===== src/rtl/hs_pkg.sv =====
package hs_pkg;

  // Snapshot of the two host-driven handshake lines (both active low).
  typedef struct packed {
    logic ack_n;
    logic busy_n;
  } hs_pair_t;

  localparam hs_pair_t HS_IDLE = '{ack_n: 1'b1, busy_n: 1'b1};

endpackage


===== src/rtl/hs_byte_ram.sv =====
// Simple dual-port byte store: one write port, one registered read port.
module hs_byte_ram #(
  parameter int W     = 8,
  parameter int DEPTH = 16,
  localparam int AW   = (DEPTH < 2) ? 1 : $clog2(DEPTH)
) (
  input  logic          clk,
  input  logic          we_i,
  input  logic [AW-1:0] waddr_i,
  input  logic [W-1:0]  wdata_i,
  input  logic [AW-1:0] raddr_i,
  output logic [W-1:0]  rdata_o
);

  logic [W-1:0] mem [DEPTH];
  logic [W-1:0] rd_q;

  always_ff @(posedge clk) begin
    if (we_i) begin
      mem[waddr_i] <= wdata_i;
    end
    rd_q <= mem[raddr_i];
  end

  assign rdata_o = rd_q;

endmodule


===== src/rtl/hs_irq_delay.sv =====
// Retriggerable delay: irq_o pulses DELAY edges after the edge that saw start_i.
module hs_irq_delay #(
  parameter int DELAY = 20,
  localparam int CW   = (DELAY < 1) ? 1 : $clog2(DELAY + 1)
) (
  input  logic clk,
  input  logic rst,
  input  logic start_i,
  output logic irq_o
);

  logic irq_q;

  generate
    if (DELAY == 0) begin : g_direct
      always_ff @(posedge clk) begin
        if (rst) irq_q <= 1'b0;
        else     irq_q <= start_i;
      end
    end else begin : g_count
      localparam logic [CW-1:0] LOAD = CW'(DELAY);
      logic [CW-1:0] cnt_q;

      always_ff @(posedge clk) begin
        if (rst) begin
          cnt_q <= '0;
          irq_q <= 1'b0;
        end else if (start_i) begin
          cnt_q <= LOAD;
          irq_q <= 1'b0;
        end else if (cnt_q == CW'(1)) begin
          cnt_q <= '0;
          irq_q <= 1'b1;
        end else begin
          if (cnt_q != '0) cnt_q <= cnt_q - CW'(1);
          irq_q <= 1'b0;
        end
      end
    end
  endgenerate

  assign irq_o = irq_q;

endmodule


===== src/rtl/hs_edge_ctl.sv =====
// Handshake decoder: turns line changes into byte steps, tracks both
// buffer indices and drives the request line.
module hs_edge_ctl
  import hs_pkg::*;
#(
  parameter int OUT_DEPTH = 16,
  parameter int IN_DEPTH  = 16,
  localparam int OAW = (OUT_DEPTH < 2) ? 1 : $clog2(OUT_DEPTH),
  localparam int OCW = $clog2(OUT_DEPTH + 1),
  localparam int IAW = (IN_DEPTH < 2) ? 1 : $clog2(IN_DEPTH),
  localparam int ICW = $clog2(IN_DEPTH + 1)
) (
  input  logic           clk,
  input  logic           rst,
  input  logic           busy_n_i,
  input  logic           ack_n_i,
  input  logic           shift_out_i,
  input  logic           commit_i,
  input  logic [ICW-1:0] commit_len_i,
  output logic           out_we_o,
  output logic [OAW-1:0] out_waddr_o,
  output logic [IAW-1:0] in_raddr_o,
  output logic           in_adv_o,
  output logic           pkt_fire_o,
  output logic [OCW-1:0] pkt_len_o,
  output logic           irq_start_o,
  output logic           req_n_o
);

  localparam logic [OCW-1:0] OUT_CAP = OCW'(OUT_DEPTH);
  localparam logic [ICW-1:0] IN_CAP  = ICW'(IN_DEPTH);

  hs_pair_t       now_s, last_q;
  logic [OCW-1:0] out_cnt_q;
  logic [ICW-1:0] in_idx_q, in_len_q, in_idx_nxt, len_capped;
  logic           req_q, req_nxt;

  logic changed, active, in_left, out_adv, in_adv, last_byte;
  logic sync_tog, xfer_end, pkt_fire;

  assign now_s    = '{ack_n: ack_n_i, busy_n: busy_n_i};
  assign changed  = (now_s != last_q);
  assign active   = ~busy_n_i;
  assign in_left  = (in_idx_q < in_len_q);

  // byte steps in each direction
  assign out_adv   = active & shift_out_i & changed & (out_cnt_q < OUT_CAP);
  assign in_adv    = active & ~shift_out_i & changed & in_left & ~commit_i;
  assign last_byte = ((in_idx_q + ICW'(1)) >= in_len_q);

  // idle-time events
  assign sync_tog = busy_n_i & last_q.busy_n & (ack_n_i != last_q.ack_n);
  assign xfer_end = busy_n_i & ~last_q.busy_n;
  assign pkt_fire = xfer_end & (out_cnt_q != '0);

  assign len_capped = (commit_len_i > IN_CAP) ? IN_CAP : commit_len_i;

  always_comb begin
    in_idx_nxt = in_idx_q;
    if (commit_i)    in_idx_nxt = '0;
    else if (in_adv) in_idx_nxt = in_idx_q + ICW'(1);
  end

  always_comb begin
    req_nxt = req_q;
    if (in_adv && last_byte)          req_nxt = 1'b1;
    else if (sync_tog)                req_nxt = ack_n_i;
    else if (busy_n_i && in_left)     req_nxt = 1'b0;
  end

  always_ff @(posedge clk) begin
    if (rst) begin
      last_q    <= HS_IDLE;
      out_cnt_q <= '0;
      in_idx_q  <= '0;
      in_len_q  <= '0;
      req_q     <= 1'b1;
    end else begin
      last_q   <= now_s;
      in_idx_q <= in_idx_nxt;
      req_q    <= req_nxt;
      if (commit_i) in_len_q <= len_capped;
      if (pkt_fire)     out_cnt_q <= '0;
      else if (out_adv) out_cnt_q <= out_cnt_q + OCW'(1);
    end
  end

  assign out_we_o    = out_adv;
  assign out_waddr_o = out_cnt_q[OAW-1:0];
  assign in_raddr_o  = in_idx_nxt[IAW-1:0];
  assign in_adv_o    = in_adv;
  assign pkt_fire_o  = pkt_fire;
  assign pkt_len_o   = out_cnt_q;
  assign irq_start_o = out_adv | in_adv | sync_tog | xfer_end | commit_i;
  assign req_n_o     = req_q;

endmodule


===== src/rtl/hs_byte_xfer.sv =====
// Top: three-wire handshake byte mover between host shift register and buffers.
module hs_byte_xfer #(
  parameter int DATA_W    = 8,
  parameter int OUT_DEPTH = 16,
  parameter int IN_DEPTH  = 16,
  parameter int IRQ_DELAY = 20
) (
  input  logic                            clk,
  input  logic                            rst,
  input  logic                            busy_n_i,
  input  logic                            ack_n_i,
  input  logic                            shift_out_i,
  input  logic [DATA_W-1:0]               sr_data_i,
  output logic                            req_n_o,
  output logic                            sr_load_o,
  output logic [DATA_W-1:0]               sr_data_o,
  output logic                            sr_irq_o,
  input  logic                            rsp_we_i,
  input  logic [$clog2(IN_DEPTH)-1:0]     rsp_waddr_i,
  input  logic [DATA_W-1:0]               rsp_wdata_i,
  input  logic                            rsp_commit_i,
  input  logic [$clog2(IN_DEPTH+1)-1:0]   rsp_len_i,
  output logic                            pkt_valid_o,
  output logic [$clog2(OUT_DEPTH+1)-1:0]  pkt_len_o,
  input  logic [$clog2(OUT_DEPTH)-1:0]    pkt_raddr_i,
  output logic [DATA_W-1:0]               pkt_rdata_o
);

  localparam int OAW = $clog2(OUT_DEPTH);
  localparam int OCW = $clog2(OUT_DEPTH + 1);
  localparam int IAW = $clog2(IN_DEPTH);

  logic           out_we, in_adv, pkt_fire, irq_start;
  logic [OAW-1:0] out_waddr;
  logic [IAW-1:0] in_raddr;
  logic [OCW-1:0] pkt_len;
  logic [DATA_W-1:0] in_rdata;

  logic              sr_load_q, pkt_valid_q;
  logic [DATA_W-1:0] sr_data_q;
  logic [OCW-1:0]    pkt_len_q;

  hs_edge_ctl #(
    .OUT_DEPTH (OUT_DEPTH),
    .IN_DEPTH  (IN_DEPTH)
  ) u_ctl (
    .clk          (clk),
    .rst          (rst),
    .busy_n_i     (busy_n_i),
    .ack_n_i      (ack_n_i),
    .shift_out_i  (shift_out_i),
    .commit_i     (rsp_commit_i),
    .commit_len_i (rsp_len_i),
    .out_we_o     (out_we),
    .out_waddr_o  (out_waddr),
    .in_raddr_o   (in_raddr),
    .in_adv_o     (in_adv),
    .pkt_fire_o   (pkt_fire),
    .pkt_len_o    (pkt_len),
    .irq_start_o  (irq_start),
    .req_n_o      (req_n_o)
  );

  // outbound packet store: written by byte steps, read by the consumer
  hs_byte_ram #(.W(DATA_W), .DEPTH(OUT_DEPTH)) u_out_ram (
    .clk     (clk),
    .we_i    (out_we),
    .waddr_i (out_waddr),
    .wdata_i (sr_data_i),
    .raddr_i (pkt_raddr_i),
    .rdata_o (pkt_rdata_o)
  );

  // response store: read address runs one step ahead so data is ready
  hs_byte_ram #(.W(DATA_W), .DEPTH(IN_DEPTH)) u_in_ram (
    .clk     (clk),
    .we_i    (rsp_we_i),
    .waddr_i (rsp_waddr_i),
    .wdata_i (rsp_wdata_i),
    .raddr_i (in_raddr),
    .rdata_o (in_rdata)
  );

  hs_irq_delay #(.DELAY(IRQ_DELAY)) u_irq (
    .clk     (clk),
    .rst     (rst),
    .start_i (irq_start),
    .irq_o   (sr_irq_o)
  );

  always_ff @(posedge clk) begin
    if (rst) begin
      sr_load_q   <= 1'b0;
      sr_data_q   <= '0;
      pkt_valid_q <= 1'b0;
      pkt_len_q   <= '0;
    end else begin
      sr_load_q   <= in_adv;
      pkt_valid_q <= pkt_fire;
      if (in_adv)   sr_data_q <= in_rdata;
      if (pkt_fire) pkt_len_q <= pkt_len;
    end
  end

  assign sr_load_o   = sr_load_q;
  assign sr_data_o   = sr_data_q;
  assign pkt_valid_o = pkt_valid_q;
  assign pkt_len_o   = pkt_len_q;

endmodule


===== config.mk =====
export PLATFORM = sky130hd
export DESIGN_NAME = hs_byte_xfer
export DESIGN_NICKNAME = d
export VERILOG_FILES = /design/src/rtl/hs_pkg.sv /design/src/rtl/hs_byte_ram.sv /design/src/rtl/hs_irq_delay.sv /design/src/rtl/hs_edge_ctl.sv /design/src/rtl/hs_byte_xfer.sv
export SDC_FILE = /design/constraint.sdc
export NUM_CORES = 1
export LEC_CHECK = 0
export CORE_UTILIZATION = 45
export CTS_CLUSTER_DIAMETER = 80
export DETAILED_ROUTE_END_ITERATION = 8
export GPL_ROUTABILITY_DRIVEN = 0
export GPL_TIMING_DRIVEN = 0
export PLACE_DENSITY = 0.7
export SYNTH_ARGS = -nofsm -noshare
export SYNTH_HDL_FRONTEND = slang
export SYNTH_HIERARCHICAL = 1
export SYNTH_SLANG_ARGS = --single-unit

===== constraint.sdc =====
create_clock -name clk -period 2.58 [get_ports clk]
set_input_delay 0.258 -clock clk [delete_from_list [all_inputs] [get_ports clk]]
set_output_delay 0.258 -clock clk [all_outputs]
set_load 0.1 [all_outputs]

==> results by group <==
Die
  – Initial Util: 45.7%
  – I/O pin cnt: 61
  – Core Box Area: 26900 um2
  – Die area: 28000 um2
  – Num rows: 60
  – Die height: 167 um
  – Die W: 167 um

Final layout
  – Final core occ: 55.1%
  – # diodes: 0
  – Commonest non-fill, non-tap cell in the layout: edfxtp_1
  – Nets: 841
  – Layout cells sized above 1: 24.8%
  – Commonest non-fill, non-tap cells in the layout: 256 x edfxtp_1, 58 x clkdlybuf4s50_1, 50 x mux4_2, 48 x nor2_1, 48 x dfxtp_1
  – Post-route cell area: 14800 um2
  – Area growth, synth to finish: 20.5%

Power and ir drop
  – Power Internal: 8.47 mW
  – PwrDens: 728 nW/um2
  – Comb pwr share: 6.5%
  – P_sw: 2.31 mW
  – Reg power frac: 51.6%
  – Clock power frac: 41.9%
  – Leakage: 4.89 nW
  – Sw Ratio: 21.4%
  – Peak supply drop: 0.616 mV

Setup path
  – Worst Reg-to-Reg Cells: 12
  – Crit Path Class: flip-flop to flip-flop
  – Required @ worst endpoint: 3.00 ns
  – CP top delay family: simple AND/OR/NAND/NOR gates
  – Worst Path Buf+Inv: 3
  – Critical path's slowest cell: mux4_2
  – Critical path depth: 12
  – Setup crit end kind: flip-flop
  – Max stage delay on crit path: 0.54 ns
  – Critical Path AT: 3.39 ns
  – Worst Setup Start Kind: flip-flop
  – Max FO, Critical Path: 8
  – Critical Path, Cell by Cell: inv_2, ha_4, nor2b_4, o31ai_4, nand2_2, or3_4, a21oi_2, buf_6, buf_12, mux4_2, a22oi_2, nand2_1

Yosys
  – Leading area contributor after synthesis: edfxtp_1
  – Register area share after synthesis: 71.5%
  – FF+latch count, synth: 311
  – Fraction of registers with async set/reset: 0%
  – Mapped Area: 12300 um2
  – Synthesis Warnings: 6
  – Top FF cell, synth: edfxtp_1
  – Syn nets: 730
  – Synthesized area per cell: 18.2 um2
  – Post-synth EDFFs: 256
  – Dominant cells by area after synthesis: edfxtp_1 63%, dfxtp_1 9.0%, mux4_2 6.6%, mux4_1 6.0%, a22oi_1 2.0%
  – Mapped Cells: 677
  – Distinct cells, synth: 48
  – Share of the synthesized area in the top cell type: 62.5%

Drt
  – First-pass DRT Iterations: 8
  – Vias per cell: 5.57
  – Vias: 6430
  – Routed Wire Length: 24800 um
  – Iter 0 DRT Violations: 512
  – Wirelength per Cell: 21.5 um
  – Drt drc: 0
  – Post-route ant nets: 0

GRT
  – First-pass GRT wire length: 37300 um
  – Total gr overflow: 0
  – Gr usage total: 17.6%
  – Largest net degree at the start of global routing: 17
  – Number of global-route vias before repair: 6355
  – Initial antenna violation count: 0

Timing
  – Hold Slack: 0.215 ns
  – Final worst slack: -0.389 ns
  – Worst-Margin Slew: 1.35 ns
  – Setup TNS: -2.79 ns
  – Clk_skew: 0.0159 ns
  – Final Hold Viols: 0
  – F_max: 337 MHz
  – Tcrit/Tclk final: 115%
  – Max-slew violations: 0
  – Final setup viols: 8
  – Post-layout min period: 2.97 ns
  – RSZ-0062 raised after global routing: true
  – Max-slew headroom: 9.46%

Place
  – Dpl hpwl: 15400 um
  – Port bufs: 59
  – Placed Area: 13300 um2

Clock network
  – Clock net sink count: 311
  – Worst-Skew Late Latency: 0.56 ns
  – CTS max path bufs: 3
  – H-Tree Depth: 1
  – CTS tree: yes
  – Root Buffer: clkbuf_16
  – Total CTS buffers: 31
  – CTS Hold Bufs: 0
  – Clock-pin slew on the worst setup and hold paths: 0.06 ns

Run
  – Max-Cap Viols: 0

Hold path
  – Tightest Hold Check Type: primary input to flip-flop
  – Hold path cells: 4

Outcome
  – Status: finished, violations left
  – Failing checks: negative setup slack
==> worst register-to-register path, cell delays in order, from the launching register on <==
cell	delay, ns
dfxtp_2	0.32
inv_2	0.07
ha_4	0.19
nor2b_4	0.12
o31ai_4	0.22
nand2_2	0.12
or3_4	0.38
a21oi_2	0.14
buf_6	0.23
buf_12	0.15
mux4_2	0.54
a22oi_2	0.20
nand2_1	0.12
==> repair_timing <==
item,CTS,global route
setup buffers,10,6
resized for setup,43,12
endpoints found under the hold margin,0,0
gates cloned,1,2
setup endpoints to repair,136,88
pin swaps,12,8
==> per-stage QoR <==
step                      total power, mW  cells  setup WS [ns]
final                                10.8   1154         -0.389
after floorplan                      6.07    677        -0.0931
after CTS                            10.8   1146         -0.327
after detailed placement             6.32   1077          -1.16
after global placement               6.31   1077          -1.15
after global routing                 11.1   1154         -0.463
==> sequential cells by signal, summed over array words and instances, names as in the netlist, 2 cells and up <==
| signal | count |
|---|---|
| u_irq/g_count.cnt_q | 5 |
| u_in_ram/mem | 128 |
| u_ctl/in_idx_q | 5 |
| sr_data_o | 8 |
| pkt_len_o | 5 |
| u_in_ram/rdata_o | 8 |
| u_out_ram/rdata_o | 8 |
| u_ctl/in_len_q | 5 |
| u_ctl/last_q | 2 |
| u_ctl/pkt_len_o | 5 |
| u_out_ram/mem | 128 |
==> layout make-up <==
| class | instances | area [um2] |
|---|---|---|
| buffer | 29 | 267 |
| clock buffer | 43 | 882 |
| clock inverter | 15 | 159 |
| fill | 2060 | 12100 |
| inverter | 16 | 60.1 |
| multi-input combinational | 321 | 3390 |
| sequential | 311 | 8800 |
| tap | 341 | 427 |
| timing repair buffer | 78 | 820 |
==> power groups by stage <==
stage	clock network [mW]	logic, mW	registers [mW]
6_report	4.52	0.705	5.56
3_3_place_gp	0	0.647	5.66
2_1_floorplan	0	0.280	5.79
3_5_place_dp	0	0.656	5.66
5_1_grt	4.78	0.748	5.56
4_1_cts	4.60	0.689	5.56
==> final timing paths <==
check	startpoint	endpoint	slack (ns)
hold reg to reg	u_in_ram/rdata_o[4]$_DFF_P_	sr_data_o[4]$_SDFFE_PP0P_	0.47
setup / recovery	u_ctl/in_len_q[1]$_SDFFE_PP0P_	u_in_ram/rdata_o[5]$_DFF_P_	-0.39
setup reg to reg	u_ctl/in_len_q[1]$_SDFFE_PP0P_	u_in_ram/rdata_o[5]$_DFF_P_	-0.39
hold / removal	pkt_raddr_i[0]	u_out_ram/rdata_o[7]$_DFF_P_	0.22
==> logic make-up (layout without fill, tap and decap cells) <==
group | Yosys count | count (layout) | synth area share, %
AND/OR/NAND/NOR | 151 | 151 | 6.08
adder cells (fa/ha/maj) | 17 | 17 | 1.73
flip-flops | 311 | 311 | 71.5
buffers and inverters | 45 | 181 | 2.41
AO/OA/AOI/OAI | 64 | 64 | 3.74
multiplexers | 80 | 80 | 13.9
XOR/XNOR | 9 | 9 | 0.641
==> cell usage after synthesis (7+ instances only) <==
cell      number
a21oi_1       18
a22oi_1       32
buf_4          8
buf_6          7
dfxtp_1       55
edfxtp_1     256
ha_1          17
inv_1         16
mux2i_1       15
mux4_1        28
mux4_2        36
nand2_1       29
nand3_1        8
nor2_1        60
nor2b_1        7
nor3_1        11
==> routing by layer <==
| layer | part of all wire [%] | up-vias | GRT usage, % | routed length (um) |
|---|---|---|---|---|
| li1 | - | 2912 | - | - |
| met5 | 0 | - | 0 | 0 |
| met2 | 51 | 200 | 30.9 | 12600 |
| met4 | 2.4 | 0 | 4.39 | 593 |
| met1 | 41 | 3270 | 23.1 | 10300 |
| met3 | 5.3 | 48 | 2.43 | 1300 |
Note: power is estimated with default switching activity, not from simulation.
